**src/rtl/dwe_pkg.sv**
```systemverilog
package dwe_pkg;
  typedef enum logic [1:0] {
    ST_IDLE = 2'd0,
    ST_RD   = 2'd1,
    ST_WR   = 2'd2
  } dwe_state_e;

  localparam int unsigned BUS_BYTES = 4;
  localparam int unsigned BUS_W     = BUS_BYTES * 8;
endpackage

```
**src/rtl/dwe_cfg_check.sv**
```systemverilog
module dwe_cfg_check #(
  parameter int CNT_W = 12
) (
  input  logic [CNT_W-1:0] count_i,
  input  logic [1:0]       src_code_i,
  input  logic [1:0]       dst_code_i,
  output logic             bad_code_o,
  output logic             mismatch_o,
  output logic [1:0]       rd_last_o,
  output logic [1:0]       wr_last_o,
  output logic [2:0]       step_o
);
  logic [1:0] unit_log;
  logic [1:0] rd_span;
  logic [1:0] wr_span;
  logic [1:0] ratio_mask;

  always_comb begin
    bad_code_o = (src_code_i == 2'd3) || (dst_code_i == 2'd3);
    unit_log   = (dst_code_i > src_code_i) ? dst_code_i : src_code_i;
    rd_span    = unit_log - src_code_i;
    wr_span    = unit_log - dst_code_i;
    rd_last_o  = 2'((3'd1 << rd_span) - 3'd1);
    wr_last_o  = 2'((3'd1 << wr_span) - 3'd1);
    step_o     = 3'd1 << rd_span;
    // reads per destination beat minus one, as a low-bit mask on the count
    ratio_mask = (dst_code_i > src_code_i)
               ? 2'((3'd1 << (dst_code_i - src_code_i)) - 3'd1) : 2'd0;
    mismatch_o = |(count_i[1:0] & ratio_mask);
  end
endmodule

```
**src/rtl/dwe_addr_step.sv**
```systemverilog
module dwe_addr_step #(
  parameter int ADDR_W = 32
) (
  input  logic              clk,
  input  logic              rst_n,
  input  logic              load_i,
  input  logic [ADDR_W-1:0] base_i,
  input  logic              adv_i,
  input  logic              inc_en_i,
  input  logic [1:0]        size_log_i,
  output logic [ADDR_W-1:0] addr_o
);
  logic [ADDR_W-1:0] addr_q, addr_d;
  logic              addr_en;

  always_comb begin
    addr_en = load_i || (adv_i && inc_en_i);
    addr_d  = addr_q;
    if (load_i)
      addr_d = base_i;
    else if (adv_i && inc_en_i)
      addr_d = addr_q + ADDR_W'(3'd1 << size_log_i);
  end

  always_ff @(posedge clk or negedge rst_n) begin
    if (!rst_n)
      addr_q <= '0;
    else if (addr_en)
      addr_q <= addr_d;
  end

  assign addr_o = addr_q;
endmodule

```
**src/rtl/dwe_pack_stage.sv**
```systemverilog
module dwe_pack_stage
  import dwe_pkg::*;
(
  input  logic             clk,
  input  logic             rst_n,
  input  logic             cap_en_i,
  input  logic [BUS_W-1:0] rdata_i,
  input  logic [1:0]       rd_beat_i,
  input  logic [1:0]       src_log_i,
  input  logic [1:0]       wr_beat_i,
  input  logic [1:0]       dst_log_i,
  output logic [BUS_W-1:0] wdata_o
);
  logic [BUS_W-1:0] stage_q, stage_d;
  logic [BUS_W-1:0] rd_shift, wr_shift;
  logic [1:0]       rd_off, wr_off;
  logic [2:0]       src_bytes, dst_bytes;

  always_comb begin
    rd_off    = 2'(rd_beat_i << src_log_i);
    src_bytes = 3'd1 << src_log_i;
    rd_shift  = rdata_i << {rd_off, 3'b000};
    stage_d   = stage_q;
    for (int i = 0; i < int'(BUS_BYTES); i++) begin
      if ((3'(i) >= {1'b0, rd_off}) && (3'(i) < ({1'b0, rd_off} + src_bytes)))
        stage_d[8*i +: 8] = rd_shift[8*i +: 8];
    end
  end

  always_ff @(posedge clk or negedge rst_n) begin
    if (!rst_n)
      stage_q <= '0;
    else if (cap_en_i)
      stage_q <= stage_d;
  end

  always_comb begin
    wr_off    = 2'(wr_beat_i << dst_log_i);
    dst_bytes = 3'd1 << dst_log_i;
    wr_shift  = stage_q >> {wr_off, 3'b000};
    for (int i = 0; i < int'(BUS_BYTES); i++)
      wdata_o[8*i +: 8] = (3'(i) < dst_bytes) ? wr_shift[8*i +: 8] : 8'h00;
  end
endmodule

```
**src/rtl/dma_width_engine.sv**
```systemverilog
module dma_width_engine
  import dwe_pkg::*;
#(
  parameter int ADDR_W = 32,
  parameter int CNT_W  = 12,
  localparam int CTRL_W = CNT_W + 6
) (
  input  logic              clk,
  input  logic              rst_n,
  input  logic              start_i,
  input  logic [CTRL_W-1:0] ctrl_i,
  input  logic [ADDR_W-1:0] src_base_i,
  input  logic [ADDR_W-1:0] dst_base_i,
  output logic              mem_req_o,
  output logic              mem_we_o,
  output logic [1:0]        mem_size_o,
  output logic [ADDR_W-1:0] mem_addr_o,
  output logic [BUS_W-1:0]  mem_wdata_o,
  input  logic              mem_ready_i,
  input  logic [BUS_W-1:0]  mem_rdata_i,
  output logic              busy_o,
  output logic              done_o,
  output logic              err_o,
  output logic [CNT_W-1:0]  remaining_o
);
  localparam int SC_LSB = CNT_W;
  localparam int DC_LSB = CNT_W + 2;
  localparam int SI_BIT = CNT_W + 4;
  localparam int DI_BIT = CNT_W + 5;

  logic [CNT_W-1:0] cnt_in;
  logic [1:0]       sc_in, dc_in;
  logic             bad_code, mismatch;
  logic [1:0]       rd_last_in, wr_last_in;
  logic [2:0]       step_in;

  dwe_state_e       state_q, state_d;
  logic [1:0]       beat_q, beat_d;
  logic [CNT_W-1:0] rem_q, rem_d, rem_left;
  logic             done_q, done_d, err_q, err_d;
  logic [1:0]       sl_q, dl_q, rd_last_q, wr_last_q;
  logic             si_q, di_q;
  logic [2:0]       step_q;
  logic             go, cap_en, src_adv, dst_adv;
  logic [ADDR_W-1:0] src_addr, dst_addr;
  logic [BUS_W-1:0]  pack_wdata;

  assign cnt_in = ctrl_i[CNT_W-1:0];
  assign sc_in  = ctrl_i[SC_LSB +: 2];
  assign dc_in  = ctrl_i[DC_LSB +: 2];

  dwe_cfg_check #(.CNT_W(CNT_W)) cfg_i (
    .count_i(cnt_in), .src_code_i(sc_in), .dst_code_i(dc_in),
    .bad_code_o(bad_code), .mismatch_o(mismatch),
    .rd_last_o(rd_last_in), .wr_last_o(wr_last_in), .step_o(step_in)
  );

  dwe_addr_step #(.ADDR_W(ADDR_W)) src_step_i (
    .clk(clk), .rst_n(rst_n), .load_i(go), .base_i(src_base_i),
    .adv_i(src_adv), .inc_en_i(si_q), .size_log_i(sl_q), .addr_o(src_addr)
  );

  dwe_addr_step #(.ADDR_W(ADDR_W)) dst_step_i (
    .clk(clk), .rst_n(rst_n), .load_i(go), .base_i(dst_base_i),
    .adv_i(dst_adv), .inc_en_i(di_q), .size_log_i(dl_q), .addr_o(dst_addr)
  );

  dwe_pack_stage pack_i (
    .clk(clk), .rst_n(rst_n), .cap_en_i(cap_en), .rdata_i(mem_rdata_i),
    .rd_beat_i(beat_q), .src_log_i(sl_q), .wr_beat_i(beat_q),
    .dst_log_i(dl_q), .wdata_o(pack_wdata)
  );

  assign rem_left = rem_q - CNT_W'(step_q);

  always_comb begin
    state_d = state_q;
    beat_d  = beat_q;
    rem_d   = rem_q;
    done_d  = 1'b0;
    err_d   = 1'b0;
    go      = 1'b0;
    cap_en  = 1'b0;
    src_adv = 1'b0;
    dst_adv = 1'b0;
    unique case (state_q)
      ST_IDLE: begin
        if (start_i) begin
          if (bad_code || mismatch) begin
            err_d = 1'b1;
          end else if (cnt_in == '0) begin
            done_d = 1'b1;
          end else begin
            go      = 1'b1;
            state_d = ST_RD;
            rem_d   = cnt_in;
            beat_d  = 2'd0;
          end
        end
      end
      ST_RD: begin
        if (mem_ready_i) begin
          cap_en  = 1'b1;
          src_adv = 1'b1;
          if (beat_q == rd_last_q) begin
            beat_d  = 2'd0;
            state_d = ST_WR;
          end else begin
            beat_d = beat_q + 2'd1;
          end
        end
      end
      ST_WR: begin
        if (mem_ready_i) begin
          dst_adv = 1'b1;
          if (beat_q == wr_last_q) begin
            beat_d = 2'd0;
            rem_d  = rem_left;
            if (rem_left == '0) begin
              done_d  = 1'b1;
              state_d = ST_IDLE;
            end else begin
              state_d = ST_RD;
            end
          end else begin
            beat_d = beat_q + 2'd1;
          end
        end
      end
      default: state_d = ST_IDLE;
    endcase
  end

  always_ff @(posedge clk or negedge rst_n) begin
    if (!rst_n) begin
      state_q <= ST_IDLE;
      beat_q  <= 2'd0;
      rem_q   <= '0;
      done_q  <= 1'b0;
      err_q   <= 1'b0;
    end else begin
      state_q <= state_d;
      beat_q  <= beat_d;
      rem_q   <= rem_d;
      done_q  <= done_d;
      err_q   <= err_d;
    end
  end

  always_ff @(posedge clk or negedge rst_n) begin
    if (!rst_n) begin
      sl_q      <= 2'd0;
      dl_q      <= 2'd0;
      si_q      <= 1'b0;
      di_q      <= 1'b0;
      rd_last_q <= 2'd0;
      wr_last_q <= 2'd0;
      step_q    <= 3'd1;
    end else if (go) begin
      sl_q      <= sc_in;
      dl_q      <= dc_in;
      si_q      <= ctrl_i[SI_BIT];
      di_q      <= ctrl_i[DI_BIT];
      rd_last_q <= rd_last_in;
      wr_last_q <= wr_last_in;
      step_q    <= step_in;
    end
  end

  assign busy_o      = (state_q != ST_IDLE);
  assign mem_req_o   = (state_q == ST_RD) || (state_q == ST_WR);
  assign mem_we_o    = (state_q == ST_WR);
  assign mem_size_o  = (state_q == ST_WR) ? dl_q : sl_q;
  assign mem_addr_o  = (state_q == ST_WR) ? dst_addr : src_addr;
  assign mem_wdata_o = (state_q == ST_WR) ? pack_wdata : '0;
  assign done_o      = done_q;
  assign err_o       = err_q;
  assign remaining_o = rem_q;
endmodule

```
**config.mk**
```make
export PLATFORM = sky130hd
export DESIGN_NAME = dma_width_engine
export DESIGN_NICKNAME = d
export VERILOG_FILES = /design/src/rtl/dwe_pkg.sv /design/src/rtl/dwe_cfg_check.sv /design/src/rtl/dwe_addr_step.sv /design/src/rtl/dwe_pack_stage.sv /design/src/rtl/dma_width_engine.sv
export SDC_FILE = /design/constraint.sdc
export NUM_CORES = 1
export LEC_CHECK = 0
export BUFFER_PORTS_ARGS = -buffer_cell sky130_fd_sc_hd__buf_2
export CAP_MARGIN = 40
export CORE_MARGIN = 4
export CORE_UTILIZATION = 25
export CTS_BUF_LIST = sky130_fd_sc_hd__clkbuf_4 sky130_fd_sc_hd__clkbuf_8
export CTS_CLUSTER_SIZE = 12
export DETAILED_ROUTE_END_ITERATION = 16
export PLACE_DENSITY = 0.5
export SLEW_MARGIN = 10
export SYNTH_ARGS = -nofsm -noshare
export SYNTH_HDL_FRONTEND = slang
export SYNTH_SLANG_ARGS = --single-unit
export TNS_END_PERCENT = 10
```
**constraint.sdc**
```tcl
create_clock -name clk -period 3.5 [get_ports clk]
set_clock_uncertainty 0.05 [all_clocks]
set_input_delay 0.175 -clock clk [delete_from_list [all_inputs] [get_ports clk]]
set_output_delay 0.175 -clock clk [all_outputs]
set_load 0.1 [all_outputs]
```
==> results.json <==
{
  "whs_ps": 32.1,
  "yosysTopAreaCellShare_pct": 36.8,
  "switching_share_pct": 58.4,
  "ir_worst_vdd_mv": 1.40,
  "synthCells": 999,
  "grt_pass1_vias": 8191,
  "antenna_left": 0,
  "startpoint_type": "register",
  "p_seq_share_pct": 26.6,
  "met1_usage_pct": 20.5,
  "ios": 201,
  "avgSynthCellArea_um2": 8.59,
  "dp_hpwl_um": 21400,
  "finalSetupViolCount": 0,
  "gp_congestion": 0.843,
  "wire_per_inst_um": 16.4,
  "clock_path_buffers": 2,
  "cp_cell_sequence": "inv_1 > ha_1 > ha_1 > inv_1 > fa_1 > nor2b_1 > o21a_1 > nor2_1 > or3_1 > or3_2 > a31oi_1",
  "core-area_um2": 33700,
  "arrival_ps": 3460,
  "worst_ep_required_time_ps": 3820,
  "combPwrFrac_pct": 61.9,
  "ys_seq_elements": 127,
  "grt_max_degree": 66,
  "cts.clk_slew.worst_paths_ps": 90,
  "critical_path.endpoint_type": "register",
  "slowest_stage": "or3_1",
  "drive_above_1_share_pct": 24.4,
  "diodes": 0,
  "netlist_top_cells_area": "dfrtp_1 (37%), mux2_2 (6.3%), nand2_1 (6.2%)",
  "cts_buffers": 17,
  "power_density_nw_per_um2": 982,
  "stdcell_count": 1736,
  "p_leak_uw": 0.00492,
  "drv_slew": 0,
  "fin_nets": 1424,
  "route.detailed.drc": 0,
  "syn_area_um2": 8580,
  "initial_utilization_pct": 25.5,
  "totalWireLength_um": 28500,
  "rows": 67,
  "synth_cell_types": 66,
  "maxSlewHeadroom_pct": 47.9,
  "die_area_um2": 37300,
  "cp_max_fo": 11,
  "synth_nets": 1148,
  "hp-class": "input port to register",
  "yosys.area.top_type": "dfrtp_1",
  "die_y_um": 193,
  "cts_tree": "built",
  "clockRootBuffer": "clkbuf_8",
  "dpl.cell_count": 1616,
  "vias": 8183,
  "synth-seq-area-share_pct": 37.1,
  "p_clk_share_pct": 11.6,
  "use_met3_pct": 2.84,
  "outcome": "completed",
  "first_pass_iters": 5,
  "hold_viol": 0,
  "slowest_delay_ps": 480,
  "cap_violations": 0,
  "switchingPower_uw": 6530,
  "htreeDepth": 4,
  "clk_latency_ps": 450,
  "die_w_um": 193,
  "synthFlopType": "dfrtp_1",
  "yosysMostFrequentCell": "nand2_1",
  "max_freq_ghz": 0.318,
  "areaGrowthSynthToFinish_pct": 32.7,
  "antenna_found_initial": 0,
  "met2_usage_pct": 24.1,
  "viasPerCell": 4.71,
  "crit_type": "register to register",
  "top_usage_layer": "met2",
  "fin_ws_ps": 360,
  "grt_pass1_wl_um": 45200,
  "synth-edff-count": 0,
  "rsz0062_at_grt": "false",
  "port_buffers": 200,
  "grt_overflow": 0,
  "drt-initial-drc-count": 406,
  "track_usage_pct": 14.8,
  "period_minus_slack_ps": 3140,
  "worst_pin_slew_ps": 780,
  "synth_common_cells": "nand2_1 (142), dfrtp_1 (126), o21ai_0 (94)",
  "ys_warn_count": 0,
  "period_share_pct": 89.7,
  "pre_cts_ws_ps": 357,
  "async_flop_share_pct": 100,
  "cts_sinks": 127,
  "intPower_uw": 4650
}
per-stage QoR:
step                      total power [uW]  setup TNS, ps  util [%]  instance area [um^2]
after floorplan                       8380         -21210         -                  8580
after global placement                9780              0      29.9                 10100
after detailed placement              9840              0      30.0                 10100
after CTS                            11300              0      33.8                 11400
after global routing                 11900              0      33.8                 11400
final                                11200              0      33.8                 11400
repair_timing:
| action | CTS | global route |
|---|---|---|
| hold buffers | 88 | 0 |
| hold endpoints to repair | 168 | 0 |
| buffers inserted | 0 | 0 |
| resized for setup | 0 | 0 |
layout by cell type, fill, tap and decap left out, types with 43 or more instances in the layout:
cell	n
o21ai_0	94
mux2i_1	44
nand2_1	142
mux2_2	48
dfrtp_1	126
inv_1	43
dlygate4sd3_1	88
nor2_1	80
buf_2	199
a21oi_1	63
final cells by class:
cell class	count	area [um^2]
well taps	448	561
fillers	3620	22300
clock inverters	13	128
multi-input cells	778	5020
repair buffers	307	2080
flip-flops and latches	127	3180
clock buffers	19	255
inverters	44	165
sequential cells by signal, summed over array words and instances, names as in the netlist, 2 cells and up:
| signal | cells |
|---|---|
| beat_q | 2 |
| dl_q | 2 |
| dst_step_i.addr_o | 32 |
| pack_i.stage_q | 32 |
| rd_last_q | 2 |
| remaining_o | 12 |
| sl_q | 2 |
| src_step_i.addr_o | 32 |
| state_q | 2 |
| step_q | 3 |
| wr_last_q | 2 |
per-layer routing:
metal,vias up,share of wire (%),routed length [um]
met1,3840,47,13500
met2,238,46,13200
met4,0,1.6,465
li1,4077,-,-
met3,28,4.6,1320
met5,-,0,0
power by group through the flow:
| stage | Sequential, uW | Clock, uW | Combinational [uW] |
|---|---|---|---|
| finish | 2970 | 1300 | 6920 |
| global route | 3090 | 1400 | 7410 |
| CTS | 2970 | 1350 | 6950 |
| detailed placement | 2990 | 0 | 6850 |
| global placement | 2980 | 0 | 6800 |
| floorplan | 3220 | 0 | 5160 |
path summary, 6_finish.rpt:
check                                      from                     to  slack (ps)  depth (start not counted)
worst max-delay path                    dl_q[0]  dst_step_i.addr_o[22]         360                         11
worst min-delay path            mem_rdata_i[14]     pack_i.stage_q[14]          30                          3
worst max register to register          dl_q[0]  dst_step_i.addr_o[22]         360                         11
worst min register to register        step_q[0]              step_q[0]         420                          2
max in group asynchronous                 rst_n              step_q[0]        2360                          4
min in group asynchronous                 rst_n     pack_i.stage_q[29]          90                          2
critical path, delay by kind of cell (launching register included):
kind	cells	cell delay, ps
AND/OR/NAND/NOR	4	1210
adder cells (fa/ha/maj)	3	760
flip-flops	1	440
AO/OA/AOI/OAI	2	360
buffers and inverters	2	240
logic make-up after synthesis:
family | Yosys count | share of synthesized area (%)
and+or+nand+nor | 357 | 19.3
buffers and inverters | 94 | 4.49
xor gates and xnor gates | 63 | 6.43
AOI/OAI and AO/OA | 235 | 16.3
muxes | 92 | 11.4
DFF | 127 | 37.1
adders and majority gates | 31 | 4.96
Note: power is estimated with default switching activity, not from simulation.
